**src/rtl/adc_fmt_pkg.sv**
```systemverilog
package adc_fmt_pkg;

    // Registered format / stabilizer state; the encoding equals the mode code.
    typedef enum logic [1:0] {
        ST_BIN_FREE  = 2'b00,
        ST_BIN_STAB  = 2'b01,
        ST_TWOS_STAB = 2'b10,
        ST_TWOS_FREE = 2'b11
    } fmt_state_e;

endpackage

```
**src/rtl/adc_mode_fsm.sv**
```systemverilog
module adc_mode_fsm
    import adc_fmt_pkg::*;
(
    input  logic       clk,
    input  logic       rst_n,
    input  logic [1:0] mode_in,
    output logic       twos_o,
    output logic       stab_o
);

    fmt_state_e state_q;
    fmt_state_e state_d;

    // next state: every code maps directly onto its state
    always_comb begin
        unique case (mode_in)
            2'b00: state_d = ST_BIN_FREE;
            2'b01: state_d = ST_BIN_STAB;
            2'b10: state_d = ST_TWOS_STAB;
            2'b11: state_d = ST_TWOS_FREE;
            default: state_d = ST_BIN_FREE;
        endcase
    end

    always_ff @(posedge clk) begin
        if (!rst_n) state_q <= ST_BIN_FREE;
        else        state_q <= state_d;
    end

    // outputs per state
    always_comb begin
        unique case (state_q)
            ST_BIN_FREE:  begin twos_o = 1'b0; stab_o = 1'b0; end
            ST_BIN_STAB:  begin twos_o = 1'b0; stab_o = 1'b1; end
            ST_TWOS_STAB: begin twos_o = 1'b1; stab_o = 1'b1; end
            ST_TWOS_FREE: begin twos_o = 1'b1; stab_o = 1'b0; end
            default:      begin twos_o = 1'b0; stab_o = 1'b0; end
        endcase
    end


    stab_on_chk: assert property (@(posedge clk) disable iff (!rst_n)
        (mode_in == 2'b01 || mode_in == 2'b10) |=> stab_o);

    stab_off_chk: assert property (@(posedge clk) disable iff (!rst_n)
        (mode_in == 2'b00 || mode_in == 2'b11) |=> !stab_o);

    fmt_sel_chk: assert property (@(posedge clk) disable iff (!rst_n)
        1'b1 |=> (twos_o == $past(mode_in[1])));

endmodule

```
**src/rtl/adc_chan_fmt.sv**
```systemverilog
module adc_chan_fmt #(
    parameter int W = 14
) (
    input  logic [W-1:0] raw_i,
    input  logic         over_i,
    input  logic         under_i,
    input  logic         twos_i,
    output logic [W-1:0] word_o
);

    localparam logic [W-1:0] FS_HI = '1;
    localparam logic [W-1:0] FS_LO = '0;

    logic [W-1:0] bin_w;

    // clamp in offset binary; overrange wins over underrange
    always_comb begin
        if (over_i)       bin_w = FS_HI;
        else if (under_i) bin_w = FS_LO;
        else              bin_w = raw_i;
    end

    // two's complement differs from offset binary only in the MSB
    always_comb begin
        word_o        = bin_w;
        word_o[W-1]   = bin_w[W-1] ^ twos_i;
    end

endmodule

```
**src/rtl/adc_ovf_merge.sv**
```systemverilog
module adc_ovf_merge #(
    parameter int NCH = 2
) (
    input  logic [NCH-1:0] over_i,
    input  logic [NCH-1:0] under_i,
    input  logic           pwrdn_i,
    output logic           ovf_o
);

    always_comb begin
        ovf_o = ((|over_i) | (|under_i)) & ~pwrdn_i;
    end

endmodule

```
**src/rtl/adc_fmt_top.sv**
```systemverilog
module adc_fmt_top #(
    parameter int W = 14
) (
    input  logic         clk,
    input  logic         rst_n,
    input  logic [1:0]   mode_in,
    input  logic         oe,
    input  logic         i_pwrdn,
    input  logic [W-1:0] i_raw,
    input  logic         i_over,
    input  logic         i_under,
    input  logic [W-1:0] q_raw,
    input  logic         q_over,
    input  logic         q_under,
    output logic [W-1:0] i_data,
    output logic [W-1:0] q_data,
    output logic         ovf,
    output logic         stab_en
);

    localparam int NCH = 2;
    localparam logic [W-1:0] BIN_HI  = '1;
    localparam logic [W-1:0] TWOS_HI = {1'b0, {(W-1){1'b1}}};
    localparam logic [W-1:0] BIN_LO  = '0;
    localparam logic [W-1:0] TWOS_LO = {1'b1, {(W-1){1'b0}}};

    logic           twos;
    logic [W-1:0]   raw_a  [NCH];
    logic [NCH-1:0] over_a;
    logic [NCH-1:0] under_a;
    logic [W-1:0]   word_a [NCH];
    logic [W-1:0]   word_q [NCH];
    logic           ovf_d;
    logic           ovf_q;
    logic           armed_q;

    assign raw_a[0] = i_raw;
    assign raw_a[1] = q_raw;
    assign over_a   = {q_over, i_over};
    assign under_a  = {q_under, i_under};

    adc_mode_fsm u_mode (
        .clk     (clk),
        .rst_n   (rst_n),
        .mode_in (mode_in),
        .twos_o  (twos),
        .stab_o  (stab_en)
    );

    for (genvar c = 0; c < NCH; c++) begin : g_ch
        adc_chan_fmt #(.W(W)) u_fmt (
            .raw_i   (raw_a[c]),
            .over_i  (over_a[c]),
            .under_i (under_a[c]),
            .twos_i  (twos),
            .word_o  (word_a[c])
        );

        always_ff @(posedge clk) begin
            if (!rst_n) word_q[c] <= '0;
            else        word_q[c] <= word_a[c];
        end
    end

    adc_ovf_merge #(.NCH(NCH)) u_ovf (
        .over_i  (over_a),
        .under_i (under_a),
        .pwrdn_i (i_pwrdn),
        .ovf_o   (ovf_d)
    );

    always_ff @(posedge clk) begin
        if (!rst_n) begin
            ovf_q   <= 1'b0;
            armed_q <= 1'b0;
        end else begin
            ovf_q   <= ovf_d;
            armed_q <= 1'b1;
        end
    end

    // output enable gates the pins only; registers keep running
    always_comb begin
        i_data = oe ? word_q[0] : '0;
        q_data = oe ? word_q[1] : '0;
        ovf    = oe ? ovf_q     : 1'b0;
    end


    i_over_clamp_chk: assert property (@(posedge clk) disable iff (!rst_n || !armed_q)
        $past(i_over) |-> (word_q[0] == ($past(twos) ? TWOS_HI : BIN_HI)));

    q_under_clamp_chk: assert property (@(posedge clk) disable iff (!rst_n || !armed_q)
        ($past(q_under) && !$past(q_over)) |-> (word_q[1] == ($past(twos) ? TWOS_LO : BIN_LO)));

    ovf_set_chk: assert property (@(posedge clk) disable iff (!rst_n || !armed_q)
        (($past(i_over) || $past(i_under) || $past(q_over) || $past(q_under)) && !$past(i_pwrdn))
        |-> ovf_q);

    ovf_sleep_chk: assert property (@(posedge clk) disable iff (!rst_n || !armed_q)
        $past(i_pwrdn) |-> !ovf_q);

    oe_off_chk: assert property (@(posedge clk) disable iff (!rst_n)
        !oe |-> (i_data == '0 && q_data == '0 && !ovf));

endmodule

```
**config.mk**
```make
export PLATFORM = sky130hd
export DESIGN_NAME = adc_fmt_top
export DESIGN_NICKNAME = d
export VERILOG_FILES = /design/src/rtl/adc_fmt_pkg.sv /design/src/rtl/adc_mode_fsm.sv /design/src/rtl/adc_chan_fmt.sv /design/src/rtl/adc_ovf_merge.sv /design/src/rtl/adc_fmt_top.sv
export SDC_FILE = /design/constraint.sdc
export NUM_CORES = 1
export LEC_CHECK = 0
export BUFFER_PORTS_ARGS = -buffer_cell sky130_fd_sc_hd__clkbuf_2
export CORE_MARGIN = 4
export CORE_UTILIZATION = 44
export DETAILED_ROUTE_END_ITERATION = 12
export GPL_TIMING_DRIVEN = 0
export PLACE_DENSITY = 0.78
export SYNTH_ARGS = -nofsm -noshare
export SYNTH_HDL_FRONTEND = slang
export SYNTH_SLANG_ARGS = --single-unit
```
**constraint.sdc**
```tcl
create_clock -name clk -period 1.3 [get_ports clk]
set_input_delay 0.13 -clock clk [delete_from_list [all_inputs] [get_ports clk]]
set_output_delay 0.13 -clock clk [all_outputs]
set_load 0.1 [all_outputs]
```
==> results of run 1 <==
==> registers in the layout (all words and copies together) (netlist names) <==
name	flops
u_mode.state_q	2
word_q	28
ovf_q	1
==> worst max path at each step <==
| stage | from | end | slack, ns |
|---|---|---|---|
| floorplan | oe | i_data[0] | 0.09 |
| global placement | u_mode.state_q[0] | stab_en | -0.00001 |
| detailed placement | u_mode.state_q[0] | stab_en | -0.03 |
| CTS | u_mode.state_q[0] | stab_en | -0.09 |
| global route | u_mode.state_q[0] | stab_en | -0.14 |
| finish | u_mode.state_q[0] | stab_en | -0.07 |
==> through the flow <==
step / util / std cells
2_1_floorplan: - / 139
3_3_place_gp: 0.603 / 236
3_5_place_dp: 0.603 / 236
4_1_cts: 0.671 / 246
5_1_grt: 0.671 / 246
6_report: 0.671 / 246
==> cell usage after synthesis, drive strengths merged <==
cell	n	area (sq um)
nor2	1	3.75
nand2	1	3.75
nor2b	26	163
a21oi	28	163
dfxtp	31	621
mux2i	2	20.0
inv	4	15.0
nor3b	1	12.5
ha	2	25.0
o21ai	1	5.00
nor4	1	12.5
and2	31	194
buf	4	45.0
clkbuf	6	25.0
==> layout make-up <==
type                       instances  area (sq um)
tap                               31          38.8
multi-input combinational         94           627
clock buffer                       6          51.3
buffer                            10          70.1
timing repair buffer              69           450
clock inverter                     1          5.00
inverter                           4          18.8
sequential                        31           622
fill                             232           922
==> logic make-up after synthesis <==
group,after synthesis
AO/OA/AOI/OAI,29
adder cells (fa/ha/maj),2
buffers and inverters,14
flip-flops,31
multiplexers,2
AND/OR/NAND/NOR,61
==> routing by layer <==
metal,vias up,GRT usage
met5,-,0
met4,0,0.0854
met2,48,0.310
met1,554,0.189
met3,7,0.0809
li1,594,-
==> where the power goes <==
| group | total (mW) | switching (mW) | internal [mW] |
|---|---|---|---|
| sequential | 1.03 | 0.0145 | 1.01 |
| clock | 0.562 | 0.311 | 0.250 |
| combinational | 0.706 | 0.500 | 0.207 |
| total | 2.30 | 0.826 | 1.47 |
==> what timing repair did <==
action	4_1_cts	5_1_grt
gates resized for setup	35	2
hold buffers	2	0
pin swaps	1	1
setup endpoints to repair	30	3
buffers inserted	1	0
endpoints found under the hold margin	2	0
==> critical path: stages (launching register included) <==
cell and delay (ns):
dfxtp_2 0.34, inv_2 0.04, ha_4 0.26, clkinvlp_4 0.08, clkbuf_16 0.19
==> results.yml, run 1 <==
outcome:
  outcome: "complete, but fails checks"
  violations: "negative setup slack"
global_routing:
  grt_usage: 0.181
  overflow: 0
  grt_pass1_vias: 1255
  antenna_found_initial: 0
  grt_max_degree: 11
  grt_pass1_wl_um: 5480
drt:
  dr.pass1.iters: 4
  first_iter_violations: 24
  totalWireLength_um: 3260
  num_vias: 1203
  drt-wirelength-per-cell_um: 13.3
  wl_met2_um: 1670
  drc: 0
  wl_met3_um: 259
  vias_per_cell: 4.89
  ant_nets: 0
  dr.max_layer_used: "met4"
  met1_length_um: 1270
worst_hold_path:
  min_from: "mode_in[1]"
  holdPathEnd: "u_mode.state_q[1]"
  min_path_type: "in -> reg"
  min_path_cells: 2
critical_path:
  critPathCaptureType: "output port"
  worstPathRequired_ns: 1.17
  worstRegToRegCells: 4
  rr_endpoint: "word_q[0][13]"
  r2r_slack_ns: 0.13
  critical_path_arrival_ns: 1.24
  cp-start-kind: "flop"
  cp_max_fo: 2
  r2r_start: "u_mode.state_q[0]"
  critical_path_class: "reg -> out"
synth:
  netlist_instances: 139
  synthMuxAreaShare: 0.0153
  synth_compound_area_frac: 0.128
  seq_area_frac_synth: 0.475
  synthesis.area_sq_um: 1310
  syn_nets: 179
  synth_top_family_by_area: "simple AND/OR/NAND/NOR gates"
  yosysWarnings: 0
  synth.avg_cell_area_sq_um: 9.41
  synth_simple_gate_area_frac: 0.298
  synth-seq-cells: 31
  synthAdderAreaFrac: 0.0191
  synth_cell_types: 16
  synth_xor_area_frac: 0
floorplanning:
  std_cell_rows: 19
  initial_core_util: 0.466
  io_pins: 68
  dieArea_sq_um: 3910
  core_sq_um: 2810
  die_w_um: 62.5
  die_height_um: 62.5
placement:
  dp_hpwl_um: 2420
  finalWeightedCongestion: 0.757
  place_ws_ns: -0.0329
  placed_area_sq_um: 1690
  portBuffers: 66
pwr:
  p_leak_nw: 0.900
  finalPower_mw: 2.30
  vdd_drop_max_v: 0.000710
  pwr_density_cell_nw_per_um2: 1220
timing:
  tightest_slew_ns: 0.374
  drv_slew: 0
  finalWorstSetupSlack_ns: -0.0689
  hold_viol_final: 0
  slew_headroom: 0.751
  period_needed_ns: 1.37
  finalCritPeriodShare: 1.05
  finalSetupViolations: 1
  finalSetupTns_ns: -0.0689
  rsz0062_at_grt: "true"
  max_freq_mhz: 731
  whs_ns: 0.0149
  fin_skew_ns: 0.00310
final_layout:
  final_cell_mix: "38 x clkbuf_2, 32 x clkbuf_4, 30 x dfxtp_1"
  diodes: 0
  layout-area-overhead-vs-synth_pct: 44.0
  drive_gt1_frac: 0.456
  design_area_sq_um: 1880
  layout_commonest_cell: "clkbuf_2"
  nNetsFinal: 255
clocking:
  clk_pin_slew_ns: 0.09
  cts_sinks: 31
  cts_root_buf: "clkbuf_4"
  cts_tree: "done"
  h-tree-depth: 2
  numCtsBuffers: 5
  clockBufferDepth: 2
  clk_latency_ns: 0.32
flow_run:
  max_cap_violations: 0
(Power assumes the default switching activity.)
==> inputs of run 2 (changes only) <==
- ABC_AREA: default -> 1
- CORE_UTILIZATION: 44 -> 43
- PLACE_DENSITY: 0.78 -> 0.77
==> results.yml, run 2 <==
timing:
  slew_headroom: 0.788
  rsz0062_at_grt: "true"
  period_needed_ns: 1.37
  finalSetupViolations: 1
  max_freq_mhz: 731
  fin_skew_ns: 0.00225
  drv_slew: 0
  finalSetupTns_ns: -0.0679
  tightest_slew_ns: 0.319
  hold_viol_final: 0
  finalCritPeriodShare: 1.05
  finalWorstSetupSlack_ns: -0.0679
critical_path:
  path_delay_family: "flip-flops"
  critPathCaptureType: "output port"
  cp_max_fo: 2
  slowest_stage: "dfxtp_2"
  critical_path_arrival_ns: 1.24
  path_cells: "inv_2 -> ha_4 -> clkinvlp_4 -> clkbuf_16"
  cp-start-kind: "flop"
  worst-path-buf-inv: 3
  slowest_delay_ns: 0.34
  critical_path_class: "reg -> out"
  worstPathRequired_ns: 1.17
  r2r_slack_ns: 0.13
clocking:
  numCtsBuffers: 5
  h-tree-depth: 2
  cts_sinks: 31
  clk_pin_slew_ns: 0.10
  cts_tree: "done"
  cts_root_buf: "clkbuf_4"
  clk_latency_ns: 0.32
  clockBufferDepth: 2
synth:
  ys.flop_type: "dfxtp_1"
  synthesis.area_sq_um: 1260
  synth_area_leaders: "dfxtp_1 49%, nand2_1 18%, inv_1 11%"
  synth.avg_cell_area_sq_um: 7.09
  synthTopCellsByCount: "62 x nand2_1, 37 x inv_1, 31 x dfxtp_1, 27 x a21oi_1"
  yosysMostFrequentCell: "nand2_1"
  synth_compound_area_frac: 0.114
  synth_top_family_by_area: "simple AND/OR/NAND/NOR gates"
  yosysTopAreaCell: "dfxtp_1"
  synth_simple_gate_area_frac: 0.211
  yosysTopAreaCellShare: 0.492
  synth_cell_types: 12
  synth_xor_area_frac: 0
  synthAdderAreaFrac: 0.0198
  async_flop_share: 0
  yosysWarnings: 0
  synth-edff-count: 0
  syn_nets: 218
  netlist_instances: 178
  synth-seq-cells: 31
  synthMuxAreaShare: 0
  seq_area_frac_synth: 0.492
final_layout:
  nNetsFinal: 295
  final_util: 0.670
  drive_gt1_frac: 0.352
  reg_top3: "word_q (28), u_mode.state_q (2), ovf_q (1)"
  layout_commonest_cell: "nand2_1"
  diodes: 0
  design_area_sq_um: 1860
  layout-area-overhead-vs-synth_pct: 47.8
  fillCellCount: 249
  final_cell_mix: "62 x nand2_1, 36 x clkbuf_2, 35 x inv_1"
  top_register: "word_q"
  largest_reg_flops: 28
flow_run:
  max_cap_violations: 0
placement:
  place_ws_ns: -0.0204
  finalWeightedCongestion: 0.828
  portBuffers: 66
  dp_hpwl_um: 2120
  placed_area_sq_um: 1630
worst_hold_path:
  min_path_type: "in -> reg"
floorplanning:
  std_cell_rows: 19
  core_sq_um: 2780
  io_pins: 68
  die_height_um: 62.2
  dieArea_sq_um: 3860
  die_w_um: 62.2
  initial_core_util: 0.453
outcome:
  outcome: "complete, but fails checks"
  violations: "negative setup slack"
drt:
  met1_length_um: 1070
  wl_met3_um: 204
  dr.pass1.iters: 4
  first_iter_violations: 37
  totalWireLength_um: 2900
  drt-wirelength-per-cell_um: 10.1
  vias_per_cell: 4.57
  num_vias: 1313
  wl_met2_um: 1570
  drc: 0
  ant_nets: 0
  dr.max_layer_used: "met4"
global_routing:
  grt_usage: 0.156
  overflow: 0
  grt_pass1_wl_um: 4930
  antenna_found_initial: 0
  grt_max_degree: 11
  grt_pass1_vias: 1232
pwr:
  pwr_density_cell_nw_per_um2: 1330
  finalPower_mw: 2.49
  p_leak_nw: 1.16
  vdd_drop_max_v: 0.00121
==> run 2: changes by cell type after synthesis, sizes merged, moves of 2 or more <==
cell    previous run  this run
nand2              1        62
inv                4        38
and2              31         0
nor2b             26         0
clkbuf             6         0
buf                4         9
nor2               1         5
nand3              0         3
mux2i              2         0
==> run 2: worst paths after layout <==
check | from | end | cells past startpoint
max reg2reg | u_mode.state_q[0] | word_q[0][13] | 6
min reg2reg | u_mode.state_q[0] | word_q[1][13] | 5
max | u_mode.state_q[0] | stab_en | 4
min | i_raw[12] | word_q[0][12] | 3
==> run 2: kinds of logic after synthesis <==
kind of cell | after synthesis
adder cells (fa/ha/maj) | 2
AO/OA/AOI/OAI | 28
flip-flops | 31
buffers and inverters | 47
AND/OR/NAND/NOR | 70
==> run 2: cell type report <==
class                           instances  area (sq um)  area share
Sequential cell                        31           622       0.334
Multi-Input combinational cell        100           448       0.240
Clock buffer                            6          51.3      0.0275
Clock inverter                          2          35.0      0.0188
Tap cell                               31          38.8      0.0208
Inverter                               38           146      0.0785
Buffer                                  9          62.6      0.0336
Timing Repair Buffer                   70           460       0.247
==> run 2: timing repair <==
action                     in CTS  in global routing
resized for setup              35                  0
setup endpoints to repair      30                  1
buffers inserted                0                  1
hold endpoints to repair        3                  0
hold buffers                    3                  0
pin swaps                       1                  1
==> run 2: report_power, final <==
part	internal (mW)	switching, mW	total [mW]
clock network	0.454	0.321	0.775
registers	1.01	0.0165	1.03
logic	0.180	0.504	0.683
==> run 2: through the flow <==
| step | instances | hold WS, ns |
|---|---|---|
| 3_3_place_gp | 275 | 0.290 |
| 5_1_grt | 287 | 0.00906 |
| 3_5_place_dp | 275 | 0.297 |
| 6_report | 287 | 0.0182 |
| 4_1_cts | 286 | 0.00676 |
| 2_1_floorplan | 178 | 0.202 |
==> run 2: layer usage <==
| metal | up-vias | global-route usage |
|---|---|---|
| li1 | 676 | - |
| met1 | 589 | 0.142 |
| met2 | 44 | 0.297 |
| met3 | 4 | 0.0414 |
| met4 | 0 | 0.100 |
| met5 | - | 0 |
==> run 2: tightest hold or removal path, cell delays in order <==
cell	delay, ns
clkbuf_2	0.08
nand2_1	0.05
a21oi_1	0.05
